## src/rtl/dwell_ptr_queue.sv

```systemverilog
module dwell_ptr_queue #(
  parameter int NUM_DWELL = 8,
  parameter int PTR_W     = 12,
  parameter int DEPTH     = 16,
  localparam int DW_W  = $clog2(NUM_DWELL),
  localparam int IDX_W = $clog2(DEPTH),
  localparam int CNT_W = $clog2(DEPTH + 1)
) (
  input  logic                 clk,
  input  logic                 rst_n,
  input  logic                 frame_start,
  input  logic                 wr_en,
  input  logic                 wr_mcast,
  input  logic [DW_W-1:0]      wr_dwell,
  input  logic [PTR_W-1:0]     wr_ptr,
  input  logic [CNT_W-1:0]     cfg_thresh,
  input  logic                 rd_req,
  output logic                 rd_valid,
  output logic [DW_W-1:0]      rd_dwell,
  output logic [PTR_W-1:0]     rd_ptr,
  output logic [NUM_DWELL-1:0] cong,
  output logic [NUM_DWELL-1:0] ovf
);

  logic                 wsel;
  logic                 rsel;
  logic [PTR_W-1:0]     mem  [2][NUM_DWELL][DEPTH];
  logic [IDX_W-1:0]     wp   [2][NUM_DWELL];
  logic [IDX_W-1:0]     rp   [2][NUM_DWELL];
  logic [CNT_W-1:0]     cnt  [2][NUM_DWELL];
  logic [NUM_DWELL-1:0] hit, full, push, busy;
  logic                 pop;

  assign rsel = ~wsel;
  assign pop  = rd_req && rd_valid;

  function automatic logic [IDX_W-1:0] nxt(input logic [IDX_W-1:0] x);
    return (x == IDX_W'(DEPTH - 1)) ? '0 : x + IDX_W'(1);
  endfunction

  always_comb begin
    for (int d = 0; d < NUM_DWELL; d++) begin
      hit[d]  = wr_en && (wr_mcast || wr_dwell == DW_W'(d));
      full[d] = cnt[wsel][d] == CNT_W'(DEPTH);
      push[d] = hit[d] && !full[d];
      busy[d] = cnt[rsel][d] != '0;
      cong[d] = cnt[wsel][d] >= cfg_thresh;
    end
  end

  always_comb begin
    rd_dwell = '0;
    for (int d = NUM_DWELL - 1; d >= 0; d--)
      if (busy[d]) rd_dwell = DW_W'(d);
  end

  assign rd_valid = |busy;
  assign rd_ptr   = mem[rsel][rd_dwell][rp[rsel][rd_dwell]];

  always_ff @(posedge clk) begin
    for (int d = 0; d < NUM_DWELL; d++)
      if (push[d]) mem[wsel][d][wp[wsel][d]] <= wr_ptr;
  end

  always_ff @(posedge clk) begin
    if (!rst_n) begin
      wsel <= 1'b0;
      ovf  <= '0;
      for (int b = 0; b < 2; b++)
        for (int d = 0; d < NUM_DWELL; d++) begin
          wp[b][d]  <= '0;
          rp[b][d]  <= '0;
          cnt[b][d] <= '0;
        end
    end else begin
      for (int d = 0; d < NUM_DWELL; d++) begin
        if (push[d]) wp[wsel][d] <= nxt(wp[wsel][d]);
        cnt[wsel][d] <= cnt[wsel][d] + CNT_W'(push[d]);
        if (hit[d] && full[d]) ovf[d] <= 1'b1;
        if (pop && rd_dwell == DW_W'(d)) begin
          rp[rsel][d]  <= nxt(rp[rsel][d]);
          cnt[rsel][d] <= cnt[rsel][d] - CNT_W'(1);
        end
        if (frame_start) begin
          wp[rsel][d]  <= '0;
          rp[rsel][d]  <= '0;
          cnt[rsel][d] <= '0;
        end
      end
      if (frame_start) wsel <= ~wsel;
    end
  end

  generate
    for (genvar g = 0; g < NUM_DWELL; g++) begin : g_chk
      p_no_overflow_r3: assert property (@(posedge clk) disable iff (!rst_n)
        cnt[0][g] <= CNT_W'(DEPTH) && cnt[1][g] <= CNT_W'(DEPTH));
      p_ovf_sticky_r3: assert property (@(posedge clk) disable iff (!rst_n)
        ovf[g] |=> ovf[g]);
      p_mcast_all_r2: assert property (@(posedge clk) disable iff (!rst_n)
        (wr_en && wr_mcast && !frame_start)
        |=> (cnt[wsel][g] == $past(cnt[wsel][g]) + CNT_W'(1)) || ovf[g]);
      p_unicast_only_r1: assert property (@(posedge clk) disable iff (!rst_n)
        (wr_en && !wr_mcast && wr_dwell != DW_W'(g) && !frame_start)
        |=> cnt[wsel][g] == $past(cnt[wsel][g]));
      p_read_bank_frozen_r4: assert property (@(posedge clk) disable iff (!rst_n)
        !frame_start |=> cnt[rsel][g] <= $past(cnt[rsel][g]));
      p_swap_clear_r7: assert property (@(posedge clk) disable iff (!rst_n)
        frame_start |=> cnt[wsel][g] == '0);
    end
  endgenerate

endmodule

```

## config.mk

```make
export PLATFORM = sky130hd
export DESIGN_NAME = dwell_ptr_queue
export DESIGN_NICKNAME = d
export VERILOG_FILES = /design/src/rtl/dwell_ptr_queue.sv
export SDC_FILE = /design/constraint.sdc
export NUM_CORES = 2
export LEC_CHECK = 0
export BUFFER_PORTS_ARGS = -buffer_cell sky130_fd_sc_hd__buf_2
export CAP_MARGIN = 10
export CORE_MARGIN = 5
export CORE_UTILIZATION = 60
export CTS_CLUSTER_DIAMETER = 30
export CTS_CLUSTER_SIZE = 28
export DETAILED_ROUTE_END_ITERATION = 8
export PLACE_DENSITY_LB_ADDON = 0.15
export SYNTH_ARGS = -nofsm -noshare
export SYNTH_HDL_FRONTEND = slang
export SYNTH_SLANG_ARGS = --single-unit
```

## constraint.sdc

```tcl
create_clock -name clk -period 20.8 [get_ports clk]
set_input_delay 5.2 -clock clk [delete_from_list [all_inputs] [get_ports clk]]
set_output_delay 5.2 -clock clk [all_outputs]
set_load 0.03 [all_outputs]
```

# Word-level counts from Yosys, hierarchy flattened

Memories as Yosys holds them, arrays and structs flattened. A register that Yosys moved wholly into a read port is not among the register bits.
Index checks and enable logic that the tools add are counted.

Flip-flop bits (word level): 9
RAM bits: 3280
Input port bits: 26
Output and inout port bits: 32
Logic and storage cells: 354
Memories kept: 4

Memory list:

| memory | words | width | rd ports | clocked after memory_dff | wr ports | line | text |
|---|---|---|---|---|---|---|---|
| mem    | 2     | 1536  | 1        | 0                        | 1        | 27   | `logic [PTR_W-1:0] mem [2][NUM_DWELL][DEPTH];` |
| cnt    | 2     | 40    | 2        | 1                        | 2        | 30   | `logic [CNT_W-1:0] cnt [2][NUM_DWELL];` |
| rp     | 2     | 32    | 1        | 0                        | 2        | 29   | `logic [IDX_W-1:0] rp [2][NUM_DWELL];` |
| wp     | 2     | 32    | 1        | 1                        | 2        | 28   | `logic [IDX_W-1:0] wp [2][NUM_DWELL];` |

$add $sub $neg: 32
Order comparisons: 26
Equality and inequality tests: 38
Mux-type cells: 145
Bitwise logic cells: 27
Reduce and logical (&&, ||, !) cells: 73

Operators by type and width:

| kind                                                      | number |
|---|---|
| two-way mux 192 bit                                       | 10 |
| binary-select mux 192 bit (select 3 bit)                  | 1 |
| demux 12 bit (select 4 bit)                               | 8 |
| two-way mux 12 bit                                        | 10 |
| two-way mux 4 bit                                         | 26 |
| two-way mux 32 bit                                        | 3 |
| OR reduction 32 bit                                       | 3 |
| two-way mux 40 bit                                        | 2 |
| OR reduction 40 bit                                       | 2 |
| adder 4 x 1 -> 4 bit (second input constant)              | 16 |
| equality test 4 bit (second input constant)               | 16 |
| two-way mux 1 bit                                         | 64 |
| binary-select mux 12 bit (select 4 bit)                   | 1 |
| greater-or-equal comparator 5 bit (second input constant) | 9 |
| NOT 4 -> 5 bit                                            | 9 |
| logical AND 1 bit                                         | 41 |
| adder 5 x 1 -> 5 bit                                      | 8 |
| equality test 5 bit (second input constant)               | 8 |
| greater-or-equal comparator 5 bit                         | 8 |
| < comparator 5 x 1 -> 1 bit (second input constant)       | 8 |
| two-way mux 5 bit                                         | 8 |
| nonzero test 5 bit                                        | 8 |
| subtractor 5 x 1 -> 5 bit (second input constant)         | 8 |
| equality test 3 bit (second input constant)               | 8 |
| other kinds (13)                                          | 56 |

# Longest topological paths before layout

An unclocked memory read counts as a cell.

Word-level depth: 19
Gate-level depth with buffers: 30
Mapped depth without buffers: 15

# Worst setup path before layout

No wires, ideal clock.

Kind: reg-to-output
From: reg wsel
To: out rd_ptr[9]
Arrival time: 6.522 ns
Data required time: 15.600 ns
Setup slack: 9.078 ns
Cell stages (with the launch flop): 29
Path buffers: 14
Cells stage by stage: dfxtp_1 > buf_6 > buf_2 > buf_4 > buf_6 > buf_6 > buf_4 > buf_2 > buf_2 > buf_4 > buf_2 > mux2i_1 > ha_1 > o211ai_1 > a211oi_4 > o21a_1 > buf_6 > mux2_4 > a2bb2oi_2 > nand2_2 > buf_4 > buf_4 > buf_4 > nor2_1 > o221ai_1 > a21oi_1 > a31oi_1 > nor2_1 > o32ai_1

Cells in the longest elaborated chain, start to end: 19
Elaborated cells on any way between the ends: 31
Those cells by class: 17 x mux; 3 x bitwise; 8 x reduce/logical; 3 x memory

RTL lines:

| element                                                   | line | text |
|---|---|---|
| start: declaration                                        | 25   | `logic wsel;` |
| start signal: assignment                                  | 90   | `if (frame_start) wsel <= ~wsel;` |
| NOT 1 bit (*)                                             | 34   | `assign rsel = ~wsel;` |
| memory (2 x 40 bit)                                       | -    |  |
| nonzero test 5 bit                                        | 46   | `busy[d] = cnt[rsel][d] != '0;` |
| two-way mux 3 bit (8 in a row)                            | 54   | `if (busy[d]) rd_dwell = DW_W'(d);` |
| NOT 3 -> 4 bit (implied by the code)                      | 58   | `assign rd_ptr = mem[rsel][rd_dwell][rp[rsel][rd_dwell]];` |
| binary-select mux 4 bit (select 3 bit)                    | 58   |  |
| two-way mux 4 bit (implied by the code) (2 in a row)      | 58   |  |
| NOT 4 -> 5 bit (implied by the code)                      | 58   |  |
| binary-select mux 12 bit (select 4 bit) (*)               | 58   |  |
| two-way mux 12 bit (implied by the code) (*) (2 in a row) | 58   |  |
| end: declaration                                          | 20   | `output logic [PTR_W-1:0] rd_ptr,` |

Mark *: on every way between the ends. The rest lies on a longest branch, timed or not. The select of a mux whose other input is x is not followed.

# Final worst setup path

Ends and elaborated chain as after synthesis.

==> out/qor.yml <==
run_status: "complete, no violations"
rr_endpoint: "rp[0][31]"
yosysTopAreaCellShare: 0.720
syn_avg_cell_area_um2: 18.0
cpPeakStageDelay_ns: 1.02
cts_resized: 0
finClkSkew_ns: 0.0624
critPathRequiredTime_ns: 15.60
drt.antenna.violating_nets: 0
synth-seq-area-share: 0.731
critPathSlowestCell: "buf_4"
worstSetupPathType: "register to primary output"
viasPerCell: 6.73
reg2reg_slack_ns: 13.61
syn_area_um2: 134000
cts-buffers-inserted: 582
cts_max_level: 6
ys.flop_type: "edfxtp_1"
fin_cells: 11500
grt_pass1_wl_mm: 555
worst-path-stages: 19
cp-start-kind: "register"
hold_buffers: 0
fmax_mhz: 62.5
fp.dieW_um: 483
grt_pass1_vias: 76500
slew_headroom: 0.118
synth_cells: 7459
yosysTopAreaCell: "edfxtp_1"
synth_enable_flop_cells: 3216
clk_pin_slew_ns: 0.05
ys_warn_count: 0
cp_max_fo: 63
hpwl_mm: 233
core_um2: 222000
clkLatencyLatePin_ns: 0.95
grt_max_degree: 133
rows: 173
vias: 77200
final_nets: 8177
routedWlPerCell_um: 34.0
rsz0062_at_grt: "false"
drc: 0
yosysMostFrequentCell: "edfxtp_1"
syn-num-nets: 7591
grt_overflow: 0
fin_total_pwr_mw: 20.6
crit_chain: "buf_4 > buf_4 > mux2i_1 > ha_1 > o211ai_2 > nor4_1 > o31ai_4 > buf_4 > inv_6 > mux4_2 > nand2b_1 > nand2_8 > buf_4 > mux2i_1 > o211ai_1 > a21oi_1 > o32a_1 > o32ai_1 > buf_2"
hold_viol_final: 0
synth_cell_types: 83
rr_startpoint: "wsel"
ys_seq_elements: 3290
clk_path_buf_depth: 4
synth.area.top_cells: "edfxtp_1, mux4_2, mux2i_1, nor2_1, dfxtp_1"
post_cts_buffers: 0
power.density_nw_per_um2: 130
worstHoldPathType: "register to register"
io_buffers: 57
worstHoldEndpoint: "ovf[1]"
fin_setup_tns_ns: 0
finalSetupViolations: 0
cts_tree: "yes"
die-area_um2: 233000
p_leak_nw: 52.7
crit_arrival_ns: 10.81
maxCapViolCount: 0
grt_use_total: 0.336
crit_path_frequent_cell: "buf_4"
clockRootBuffer: "clkbuf_16"
gp_congestion: 0.906
initialDrtViolationCount: 11400
syn2layout_area_growth_pct: 18.4
end_kind: "primary output"
drv_slew: 0
post-place-cells: 10400
worst_slew_pin_slew_ns: 1.32
whs_path_depth: 2
hold_start: "ovf[1]"
ios: 58
wl_mm: 391
antenna_found_initial: 29
dieHeight_um: 483
drive_gt1_frac: 0.239
cp_top_family: "buffers and inverters"
initial_utilization: 0.603
finalCritPeriodShare: 0.770
ys_top_cells_by_count: "edfxtp_1, mux2i_1, mux4_2"
async_flop_share: 0
rr_worst_depth: 12
cts_sinks: 3290
dr.pass1.iters: 6
finalCriticalPeriod_ns: 16.01
cp_num_buf_inv: 6
ir_drop_v: 0.000116
==> report_power, final <==
group	internal (mW)	switching [mW]
Combinational	1.14	2.59
Sequential	7.38	0.0422
Clock	6.26	3.21
==> cells by family after synthesis <==
family / after synthesis / synth area share
and+or+nand+nor: 1324 / 0.0439
DFF: 3290 / 0.731
buffers and inverters: 470 / 0.0170
muxes: 1271 / 0.148
AOI/OAI and AO/OA: 942 / 0.0461
adders and majority gates: 106 / 0.00989
xor gates and xnor gates: 56 / 0.00366
==> sequential cells by signal (all words and copies together), names as in the netlist, named ones only <==
signal / count
rp: 64
cnt: 80
ovf: 8
mem: 3072
wp: 64
wsel: 1
==> how the worst max path moves through the flow <==
stage               start        end  slack [ns]
floorplan            wsel  rd_ptr[9]        9.08
global placement     wsel  rd_ptr[5]        6.37
detailed placement   wsel  rd_ptr[5]        6.14
CTS                  wsel  rd_ptr[5]        5.09
global route         wsel  rd_ptr[9]        4.58
finish               wsel  rd_ptr[9]        4.79
==> cell usage in the layout (no fill, tap or decap), types with 23 or more instances in the layout <==
| cell type | n |
|---|---|
| edfxtp_1 | 3216 |
| mux2i_1 | 624 |
| clkbuf_16 | 600 |
| mux4_2 | 565 |
| nor2_1 | 511 |
| nand2_1 | 378 |
| buf_4 | 344 |
| o21ai_0 | 240 |
| a21oi_1 | 162 |
| o22ai_1 | 142 |
| ha_1 | 106 |
| nand3_1 | 103 |
| o221ai_1 | 91 |
| clkinv_2 | 81 |
| mux2_2 | 79 |
| bufinv_16 | 78 |
| clkinv_1 | 73 |
| dfxtp_1 | 72 |
| clkbuf_1 | 67 |
| nand2b_1 | 63 |
| clkinvlp_4 | 61 |
| inv_1 | 50 |
| or3_1 | 49 |
| a221oi_1 | 46 |
| nor3_1 | 45 |
| buf_2 | 45 |
| inv_6 | 38 |
| a22oi_1 | 38 |
| nor2b_1 | 37 |
| xnor2_1 | 34 |
| o211ai_1 | 32 |
| nand4_1 | 29 |
| o31ai_1 | 28 |
| clkinv_4 | 27 |
| a211oi_1 | 25 |
| nor2_2 | 23 |
==> per-stage QoR <==
stage          utilization  setup WS [ns]  hold WS [ns]  cell area (um^2)
2_1_floorplan            -           9.08         0.449            134000
3_3_place_gp         0.626           6.37         0.451            139000
3_5_place_dp         0.626           6.14         0.455            139000
4_1_cts              0.714           5.09         0.466            159000
5_1_grt              0.714           4.58         0.492            159000
6_report             0.714           4.79         0.462            159000
==> routing by layer <==
| metal | track usage | wire length, um | vias to the layer above |
|---|---|---|---|
| met5 | 0.00551 | 377 | - |
| met3 | 0.0967 | 49400 | 1009 |
| li1 | - | - | 31500 |
| met4 | 0.174 | 24000 | 28 |
| met1 | 0.454 | 139000 | 39400 |
| met2 | 0.505 | 178000 | 5376 |
==> final cells by class <==
cell class | instances | area [um^2]
Tap cell | 2975 | 3720
Inverter | 54 | 209
Fill cell | 13400 | 63500
Clock inverter | 367 | 4240
Antenna cell | 3 | 7.51
Sequential cell | 3290 | 98100
Clock buffer | 673 | 15300
Multi-Input combinational cell | 3699 | 34000
Timing Repair Buffer | 418 | 3270
==> worst min-delay path: stages, from the launching register on <==
cell	delay, ns
dfxtp_1	0.32
a21oi_1	0.04
nor2_1	0.07
Power figures use the tool's default switching activity.
